<file path="config.mk">
export PLATFORM = sky130hd
export DESIGN_NAME = uart_echo
export DESIGN_NICKNAME = d
export VERILOG_FILES = /design/src/rtl/uart_echo_pkg.sv /design/src/rtl/uart_tick_gen.sv /design/src/rtl/uart_fifo.sv /design/src/rtl/uart_rx.sv /design/src/rtl/uart_tx.sv /design/src/rtl/uart_echo.sv
export SDC_FILE = /design/constraint.sdc
export NUM_CORES = 1
export LEC_CHECK = 0
export ABC_AREA = 1
export BUFFER_PORTS_ARGS = -buffer_cell sky130_fd_sc_hd__buf_4
export CORE_MARGIN = 8
export CORE_UTILIZATION = 57
export CTS_CLUSTER_SIZE = 28
export DETAILED_ROUTE_END_ITERATION = 10
export GPL_TIMING_DRIVEN = 0
export PLACE_DENSITY = 0.76
export SLEW_MARGIN = 20
export SYNTH_ARGS = -nofsm -noshare
export SYNTH_HDL_FRONTEND = slang
export SYNTH_SLANG_ARGS = --single-unit
</file>
<file path="constraint.sdc">
create_clock -name clk -period 2.1 [get_ports clk]
set_clock_uncertainty 0.15 [all_clocks]
set_input_delay 0.21 -clock clk [delete_from_list [all_inputs] [get_ports clk]]
set_output_delay 0.21 -clock clk [all_outputs]
set_load 0.05 [all_outputs]
</file>
<file path="src/rtl/uart_echo_pkg.sv">
package uart_echo_pkg;

    localparam int OVERSAMPLE = 8;
    localparam int START_RUN  = 4;

    typedef enum logic [2:0] {
        TX_IDLE = 3'b001,
        TX_LOAD = 3'b010,
        TX_SEND = 3'b100
    } tx_state_e;

    typedef enum logic {
        RX_IDLE = 1'b0,
        RX_DATA = 1'b1
    } rx_state_e;

    typedef struct packed {
        logic samp;
        logic baud;
    } tick_s;

    function automatic int samp_divisor(input int clk_hz, input int baud);
        return clk_hz / (baud * OVERSAMPLE);
    endfunction

endpackage

</file>
<file path="src/rtl/uart_tick_gen.sv">
module uart_tick_gen #(
    parameter int DIV = 54
) (
    input  logic clk,
    input  logic rst,
    output logic tick_o
);
    localparam int CW = (DIV > 1) ? $clog2(DIV) : 1;

    logic [CW-1:0] cnt;

    always_ff @(posedge clk) begin
        if (rst) begin
            cnt <= '0;
        end else if (cnt == CW'(DIV - 1)) begin
            cnt <= '0;
        end else begin
            cnt <= cnt + 1'b1;
        end
    end

    assign tick_o = (cnt == CW'(DIV - 1));

    generate
        if (DIV > 1) begin : g_spacing

            tick_single_chk: assert property (@(posedge clk) disable iff (rst)
                tick_o |=> !tick_o);
        end
    endgenerate

endmodule

</file>
<file path="src/rtl/uart_fifo.sv">
module uart_fifo #(
    parameter int WIDTH = 8,
    parameter int DEPTH = 16
) (
    input  logic             clk,
    input  logic             rst,
    input  logic             wr_en,
    input  logic [WIDTH-1:0] wr_data,
    input  logic             rd_en,
    output logic [WIDTH-1:0] rd_data,
    output logic             full,
    output logic             empty
);
    localparam int AW = (DEPTH > 1) ? $clog2(DEPTH) : 1;

    logic [WIDTH-1:0] mem [DEPTH];
    logic [AW:0]      wr_ptr, rd_ptr;
    logic             wr_ok, rd_ok;

    assign empty = (wr_ptr == rd_ptr);
    assign full  = (wr_ptr[AW] != rd_ptr[AW]) && (wr_ptr[AW-1:0] == rd_ptr[AW-1:0]);
    assign wr_ok = wr_en && !full;
    assign rd_ok = rd_en && !empty;
    assign rd_data = mem[rd_ptr[AW-1:0]];

    always_ff @(posedge clk) begin
        if (rst) begin
            wr_ptr <= '0;
            rd_ptr <= '0;
        end else begin
            if (wr_ok) begin
                mem[wr_ptr[AW-1:0]] <= wr_data;
                wr_ptr <= wr_ptr + 1'b1;
            end
            if (rd_ok) begin
                rd_ptr <= rd_ptr + 1'b1;
            end
        end
    end


    no_overflow_chk: assert property (@(posedge clk) disable iff (rst)
        (full && wr_en) |=> $stable(wr_ptr));

    write_lands_chk: assert property (@(posedge clk) disable iff (rst)
        (wr_en && !full) |=> !empty);

endmodule

</file>
<file path="src/rtl/uart_rx.sv">
module uart_rx
    import uart_echo_pkg::*;
#(
    parameter int DATA_W = 8
) (
    input  logic              clk,
    input  logic              rst,
    input  logic              samp_tick,
    input  logic              rx_i,
    output logic              wr_o,
    output logic [DATA_W-1:0] data_o
);
    localparam int OW = $clog2(OVERSAMPLE);
    localparam int BW = $clog2(DATA_W + 1);

    logic [1:0]           meta;
    logic [START_RUN-1:0] window;
    rx_state_e            state;
    logic [OW-1:0]        phase;
    logic [BW-1:0]        nbits;
    logic [DATA_W-1:0]    shreg;
    logic                 at_centre;

    assign at_centre = (phase == OW'(OVERSAMPLE - 1));

    always_ff @(posedge clk) begin
        if (rst) begin
            meta   <= '1;
            window <= '1;
            state  <= RX_IDLE;
            phase  <= '0;
            nbits  <= '0;
            shreg  <= '0;
        end else begin
            meta <= {meta[0], rx_i};
            if (samp_tick) begin
                window <= {window[START_RUN-2:0], meta[1]};
                case (state)
                    RX_IDLE: begin
                        if (window == '0) begin
                            state <= RX_DATA;
                            phase <= '0;
                            nbits <= '0;
                        end
                    end
                    RX_DATA: begin
                        if (at_centre) begin
                            phase <= '0;
                            if (nbits != BW'(DATA_W)) begin
                                shreg <= {window[0], shreg[DATA_W-1:1]};
                                nbits <= nbits + 1'b1;
                            end else begin
                                state <= RX_IDLE;
                            end
                        end else begin
                            phase <= phase + 1'b1;
                        end
                    end
                    default: state <= RX_IDLE;
                endcase
            end
        end
    end

    assign wr_o   = samp_tick && (state == RX_DATA) && at_centre && (nbits == BW'(DATA_W));
    assign data_o = shreg;


    rx_start_chk: assert property (@(posedge clk) disable iff (rst)
        (state == RX_DATA && $past(state) == RX_IDLE) |-> ($past(window) == '0));

endmodule

</file>
<file path="src/rtl/uart_tx.sv">
module uart_tx
    import uart_echo_pkg::*;
#(
    parameter int DATA_W = 8
) (
    input  logic              clk,
    input  logic              rst,
    input  logic              baud_tick,
    input  logic              fifo_empty,
    input  logic [DATA_W-1:0] fifo_data,
    output logic              rd_o,
    output logic              tx_o,
    output logic              done_o
);
    localparam int CW = $clog2(DATA_W + 2);

    tx_state_e       state;
    logic [DATA_W:0] shreg;
    logic [CW-1:0]   shifts;

    always_ff @(posedge clk) begin
        if (rst) begin
            state  <= TX_IDLE;
            shreg  <= '1;
            shifts <= '0;
            done_o <= 1'b0;
        end else begin
            done_o <= 1'b0;
            if (baud_tick) begin
                case (state)
                    TX_IDLE: begin
                        if (!fifo_empty) state <= TX_LOAD;
                    end
                    TX_LOAD: begin
                        shreg  <= {fifo_data, 1'b0};
                        shifts <= '0;
                        state  <= TX_SEND;
                    end
                    TX_SEND: begin
                        if (shifts != CW'(DATA_W + 1)) begin
                            shreg  <= {1'b1, shreg[DATA_W:1]};
                            shifts <= shifts + 1'b1;
                        end else if (!fifo_empty) begin
                            state <= TX_LOAD;
                        end else begin
                            state  <= TX_IDLE;
                            done_o <= 1'b1;
                        end
                    end
                    default: state <= TX_IDLE;
                endcase
            end
        end
    end

    assign rd_o = baud_tick && (state == TX_LOAD);
    assign tx_o = shreg[0];


    tx_onehot_chk: assert property (@(posedge clk) disable iff (rst)
        $countones(state) == 1);

    no_underflow_chk: assert property (@(posedge clk) disable iff (rst)
        rd_o |-> !fifo_empty);

    idle_high_chk: assert property (@(posedge clk) disable iff (rst)
        (state == TX_IDLE) |-> tx_o);

    done_single_chk: assert property (@(posedge clk) disable iff (rst)
        done_o |=> !done_o);

endmodule

</file>
<file path="src/rtl/uart_echo.sv">
module uart_echo
    import uart_echo_pkg::*;
#(
    parameter int CLK_HZ = 50_000_000,
    parameter int BAUD   = 115_200,
    parameter int DEPTH  = 16,
    parameter int DATA_W = 8
) (
    input  logic clk,
    input  logic rst,
    input  logic rx_i,
    output logic tx_o,
    output logic fifo_full_o,
    output logic fifo_empty_o,
    output logic tx_done_o
);
    localparam int SAMP_DIV = samp_divisor(CLK_HZ, BAUD);
    localparam int BIT_DIV  = SAMP_DIV * OVERSAMPLE;

    tick_s             ticks;
    logic              rx_wr, tx_rd;
    logic [DATA_W-1:0] rx_byte, q_byte;

    uart_tick_gen #(.DIV(SAMP_DIV)) u_samp_tick (
        .clk(clk), .rst(rst), .tick_o(ticks.samp)
    );

    uart_tick_gen #(.DIV(BIT_DIV)) u_baud_tick (
        .clk(clk), .rst(rst), .tick_o(ticks.baud)
    );

    uart_rx #(.DATA_W(DATA_W)) u_rx (
        .clk(clk), .rst(rst), .samp_tick(ticks.samp), .rx_i(rx_i),
        .wr_o(rx_wr), .data_o(rx_byte)
    );

    uart_fifo #(.WIDTH(DATA_W), .DEPTH(DEPTH)) u_fifo (
        .clk(clk), .rst(rst),
        .wr_en(rx_wr), .wr_data(rx_byte),
        .rd_en(tx_rd), .rd_data(q_byte),
        .full(fifo_full_o), .empty(fifo_empty_o)
    );

    uart_tx #(.DATA_W(DATA_W)) u_tx (
        .clk(clk), .rst(rst), .baud_tick(ticks.baud),
        .fifo_empty(fifo_empty_o), .fifo_data(q_byte),
        .rd_o(tx_rd), .tx_o(tx_o), .done_o(tx_done_o)
    );

endmodule

</file>
# --- Word level (Yosys, flattened, before mapping) ---
# Memory sizes are Yosys's and may differ from the RTL's. A register that Yosys moved wholly into a read port is not among the register bits.
# Index checks and enable logic that the tools add are counted.
# W data, S select, Z words.
totals:
  register_bits: 64
  mem_bits_rw: 128
  output_inout_bits: 4
  word_cells: 87
  memories: 1
memory_table:
  columns: ["name", "words", "word_bits", "rd", "rd_clocked_by_memory_dff", "wr", "line_no", "text"]
  rows:
  - ["u_fifo.mem", 16, 8, 1, 1, 1, "uart_fifo.sv:16", "logic [WIDTH-1:0] mem [DEPTH];"]
op_classes:
  n_addsub: 7
  eq_ne: 18
  muxes: 25
  bitwise_logic: 3
  n_reduce_logical: 19
ops:
  columns: ["operator", "n"]
  rows:
  - ["$mux W4", 6]
  - ["$pmux W9 S2", 1]
  - ["$pmux W4 S2", 2]
  - ["$mux W3", 4]
  - ["$add A5 B1 Y5 const B", 2]
  - ["$add A9 B1 Y9 const B", 1]
  - ["$eq A9 B9 Y1 const B", 1]
  - ["$mux W9", 1]
  - ["$pmux W3 S3", 1]
  - ["$add A4 B1 Y4 const B", 2]
  - ["$ne A2 B2 Y1 const B", 4]
  - ["$ne A4 B4 Y1 const B", 2]
  - ["$reduce_and A4 Y1", 2]
  - ["$logic_and A1 B1 Y1", 7]
  - ["$mux W1", 7]
  - ["$add A6 B1 Y6 const B", 1]
  - ["$eq A3 B3 Y1 const B", 2]
  - ["$eq A6 B6 Y1 const B", 1]
  - ["$pmux W3 S2", 1]
  - ["$reduce_and A3 Y1", 2]
  - ["$eq A5 B5 Y1", 1]
  - ["$eq A4 B4 Y1", 1]
  - ["$eq A4 B4 Y1 const B", 1]
  - ["$logic_not A4 Y1", 1]
  - ["13 further kinds", 18]

# --- Logic depth before layout (Yosys ltp) ---
logic_depth:
  word_depth: 8
  depth_mapped: 11
  mapped_depth_nobuf: 11

# --- Modules after synthesis ---
# A second synthesis with hierarchy kept.
unflattened:
  cells_unflattened: 902
  area_unflattened_um2: 8698.3
modules_own_cells:
  columns: ["mod", "n_inst", "cells_per_inst", "area_per_inst_um2", "seq_area_each_um2"]
  rows:
  - ["uart_fifo", 1, 549, 6059.6, 4124.0]
  - ["uart_rx", 1, 123, 998.5, 440.4]
  - ["uart_tx", 1, 137, 908.4, 340.3]
  - ["uart_tick_gen (u_baud_tick)", 1, 59, 431.7, 180.2]
  - ["uart_tick_gen (u_samp_tick)", 1, 34, 300.3, 120.1]

# --- Worst setup path before layout ---
# Ideal clock, no wire load.
synth_timing:
  path_kind: "reg-to-reg"
  from: "register u_samp_tick.cnt[0]"
  to: "memory u_fifo.mem[0][0], enable pin"
  setup_ns: 0.370
  arrival_time_ns: 1.710
  path_slack_ns: -0.130
  path_stages_with_launch: 10
  n_path_buf: 0
  path_cell_list: "dfxtp_1 ha_1 inv_1 nor3_4 nand2_4 nor3_4 nand2_2 nor2_4 nand2_4 nor2_1"
synth_between:
  elab_chain_cells: 8
synth_rtl:
  columns: ["item", "line_no", "text"]
  rows:
  - ["start, declared", "uart_tick_gen.sv:10", "logic [CW-1:0] cnt;"]
  - ["start signal, assigned", "uart_tick_gen.sv:18", "cnt <= cnt + 1'b1;"]
  - ["$eq A6 B6 Y1", "uart_tick_gen.sv:22", "assign tick_o = (cnt == CW'(DIV - 1));"]
  - ["$logic_and A1 B1 Y1 (3 in series)", "uart_rx.sv:65", "assign wr_o = samp_tick && (state == RX_DATA) && at_centre && (nbits == BW'(DATA_W));"]
  - ["$logic_and A1 B1 Y1", "uart_fifo.sv:22", "assign wr_ok = wr_en && !full;"]
  - ["$mux W1", "uart_fifo.sv:31", "if (wr_ok) begin"]
  - ["$mux W1", "uart_fifo.sv:27", "if (rst) begin"]
  - ["$mux W1 (not written as such)", "uart_fifo.sv:32", "mem[wr_ptr[AW-1:0]] <= wr_data;"]
  - ["end, declared", "uart_fifo.sv:16", null]
# Every way passes these cells.

# --- Worst setup path after layout ---
layout_timing:
  from: "register u_samp_tick.cnt[1]"
  to: "memory u_fifo.mem[0][2], enable pin"
# Same word-level chain as after synthesis.

==> reports/qor.yml <==
flow_run:
  cap_violations: 0
die:
  io_pins: 7
  die_h_um: 137
  dieArea_um2: 18800
  start_util_pct: 57.9
  die_w_um: 137
  core-area_um2: 14400
  core.rowCount: 44
cells_and_area:
  n_antenna_cell: 0
  synthToLayoutAreaGrowth_pct: 18.0
  fillers: 1010
  layout.nets: 895
  drive_gt1_share_pct: 19.3
  final_cell_area_um2: 9860
place:
  port_buffers: 6
  hpwl_um: 12000
  place.gp.congestion: 0.869
  dpl-instance-area_um2: 8630
  dpl_worst_slack_ps: -620
worst_hold_path:
  whs_endpoint: "u_samp_tick.cnt[0]"
  hold_start: "rst"
  hold_path_depth: 4
  hp-class: "in -> reg"
synthesis:
  yosysWarnings: 0
  synthFlopType: "edfxtp_1"
  synth_area_per_cell_um2: 10.2
  yosysTopAreaCell: "edfxtp_1"
  synth_area_leaders: "edfxtp_1 46%, dfxtp_1 16%, nor2_1 6.1%, nand2_1 5.6%, o21ai_0 4.6%"
  synth.cell_area_um2: 8350
  synthDistinctLibCells: 42
  yosysMostFrequentCell: "nor2_1"
  synth_top_cell_area_share_pct: 46.0
  ys_seq_elements: 196
  synth.top_cells.by_count: "135 x nor2_1, 128 x edfxtp_1, 125 x nand2_1"
  postSynthCellCount: 822
  synth_seq_area_share_pct: 62.3
  syn_nets: 839
  synth_edf_count: 128
  async_reset_ff_share_pct: 0
route:
  drt-total-wl_um: 19700
  drt_iter0_drc: 637
  vias: 6125
  routedWlPerCell_um: 18.3
  vias_per_cell: 5.70
  ant_nets: 0
  drc: 0
  drt_pass1_iterations: 5
worst_setup_path:
  r2r_slack_ps: -190
  rr_worst_depth: 11
  end_kind: "flop"
  crit_fanout: 8
  cp.required_ps: 2100
  crit_type: "reg -> reg"
  reg2reg_to: "u_fifo.mem[0][2]"
  rr_startpoint: "u_samp_tick.cnt[1]"
  arrival_ps: 2290
  start_kind: "flop"
global_routing:
  overflow: 0
  grt_max_degree: 19
  track_usage_pct: 21.5
  grtUsageMet3_pct: 4.70
  gr-usage-met2_pct: 36.6
  busiest_layer: "met2"
  grt_pass1_vias: 5969
  grt_pass1_wl_um: 30200
  use_met1_pct: 25.1
  antenna_found_initial: 0
timing:
  fmax_mhz: 436
  slew_headroom_pct: 45.6
  fin_crit_ps: 2290
  postLayoutSetupSlackWorst_ps: -192
  rsz0062_at_grt: "yes"
  worst_pin_slew_ps: 814
  hold_viol: 0
  report.final.slew_viol_count: 0
  fin_setup_tns_ps: -16620
  finalSetupViolCount: 128
  fin_crit_sh_pct: 109
status:
  status: "finished, violations left"
  violations: "setup timing"
clocking:
  htreeDepth: 4
  clockBufferDepth: 2
  root_buffer: "clkbuf_16"
  worstSkewPairLatency_ps: 440
  cts_buffers: 17
  clk_pin_slew_ps: 70
  cts_tree: "done"
  cts.sinks: 196
power_and_ir_drop:
  p_per_area_nw_per_um2: 743
  seqPwrFrac_pct: 55.5
  vdd_drop_max_mv: 0.574
  power_frac_clock_pct: 43.5
  finalPower_mw: 7.33
  combPwrFrac_pct: 0.9
  power_leakage_nw: 3.95
  internal-power_mw: 5.78
  switching_share_pct: 21.0
  p_sw_mw: 1.54
-- per-layer routing --
metal  vias to the layer above  share of wire, %  wire, um
li1                       2912                 -         -
met2                       255                50      9920
met3                        61               7.0      1390
met4                         0               3.3       656
met5                         -                 0         0
met1                      2897                39      7740
-- power by group through the flow --
stage | Combinational, mW | Clock (mW) | Sequential, mW
global placement | 0.0514 | 0 | 4.16
CTS | 0.0671 | 3.21 | 4.07
global route | 0.0748 | 3.38 | 4.07
finish | 0.0679 | 3.19 | 4.07
floorplan | 0.0366 | 0 | 4.16
detailed placement | 0.0533 | 0 | 4.16
-- layout make-up --
class	instances	area (um^2)	share of cell area, %
sequential	196	5230	53.0
multi-input combinational	534	2990	30.4
clock buffer	19	475	4.82
timing repair buffer	36	429	4.35
inverter	61	236	2.40
tap	184	230	2.33
buffer	32	161	1.64
clock inverter	13	109	1.10
-- worst max-delay path, cell delays in order, from the launching register on --
cell	delay [ps]
dfxtp_2	330
inv_2	60
ha_4	120
inv_2	40
nor3_4	210
nand2_4	90
nor3_4	160
nand2_2	110
nor2_4	220
nand2_4	170
nor2_4	170
buf_12	150
-- logic make-up after synthesis --
kind of cell,Yosys count,synth area share (%)
AND/OR/NAND/NOR,346,19.1
flip-flops,196,62.3
AO/OA/AOI/OAI,157,10.1
buffers and inverters,93,4.55
XOR/XNOR,16,1.77
adder cells (fa/ha/maj),14,2.10
-- state kept, by name, indices dropped and copies added, names as in the netlist, 3 cells and up, named ones only --
register and cells:
u_fifo.mem 128, u_baud_tick.cnt 9, u_tx.shreg 9, u_rx.data_o 8, u_samp_tick.cnt 6, u_fifo.rd_ptr 5, u_fifo.wr_ptr 5, u_rx.nbits 4
u_rx.window 4, u_tx.shifts 4, u_rx.phase 3, u_tx.state 3
-- per-stage QoR --
| stage | hold WS (ps) | utilization [%] | std cells |
|---|---|---|---|
| 2_1_floorplan | 164 | - | 822 |
| 3_3_place_gp | 244 | 59.8 | 1012 |
| 3_5_place_dp | 247 | 59.8 | 1012 |
| 4_1_cts | 141 | 67.3 | 1067 |
| 5_1_grt | 190 | 68.4 | 1075 |
| 6_report | 146 | 68.4 | 1075 |
-- cells in the final DEF, fill, tap and decap left out, types with 16 or more instances in the layout --
cell type | netlist | final
inv_2 | 15 | 16
nand3_1 | 45 | 45
inv_1 | 46 | 43
dfxtp_1 | 68 | 58
nor2_1 | 135 | 115
edfxtp_1 | 128 | 128
o21ai_0 | 76 | 76
clkbuf_16 | 0 | 19
a21oi_1 | 47 | 47
nand2_1 | 125 | 124
buf_4 | 3 | 23
nor2_4 | 5 | 25
-- how the worst max path moves through the flow --
stage	start	to	slack [ps]
finish	u_samp_tick.cnt[1]	u_fifo.mem[0][2]	-190
global route	u_samp_tick.cnt[1]	u_fifo.mem[8][5]	-240
CTS	u_samp_tick.cnt[1]	u_fifo.mem[8][5]	-110
detailed placement	u_samp_tick.cnt[0]	u_fifo.mem[1][3]	-620
global placement	u_samp_tick.cnt[0]	u_fifo.mem[6][0]	-510
floorplan	u_samp_tick.cnt[0]	u_fifo.mem[0][0]	-130
-- repair_timing --
action | 4_1_cts | 5_1_grt
hold endpoints to repair | 1 | 0
setup endpoints to repair | 130 | 147
cloned | 0 | 1
gates resized for setup | 48 | 36
hold buffers | 1 | 0
pin swaps | 18 | 25
buffers inserted | 22 | 10
Note: power is estimated with default switching activity, not from simulation.
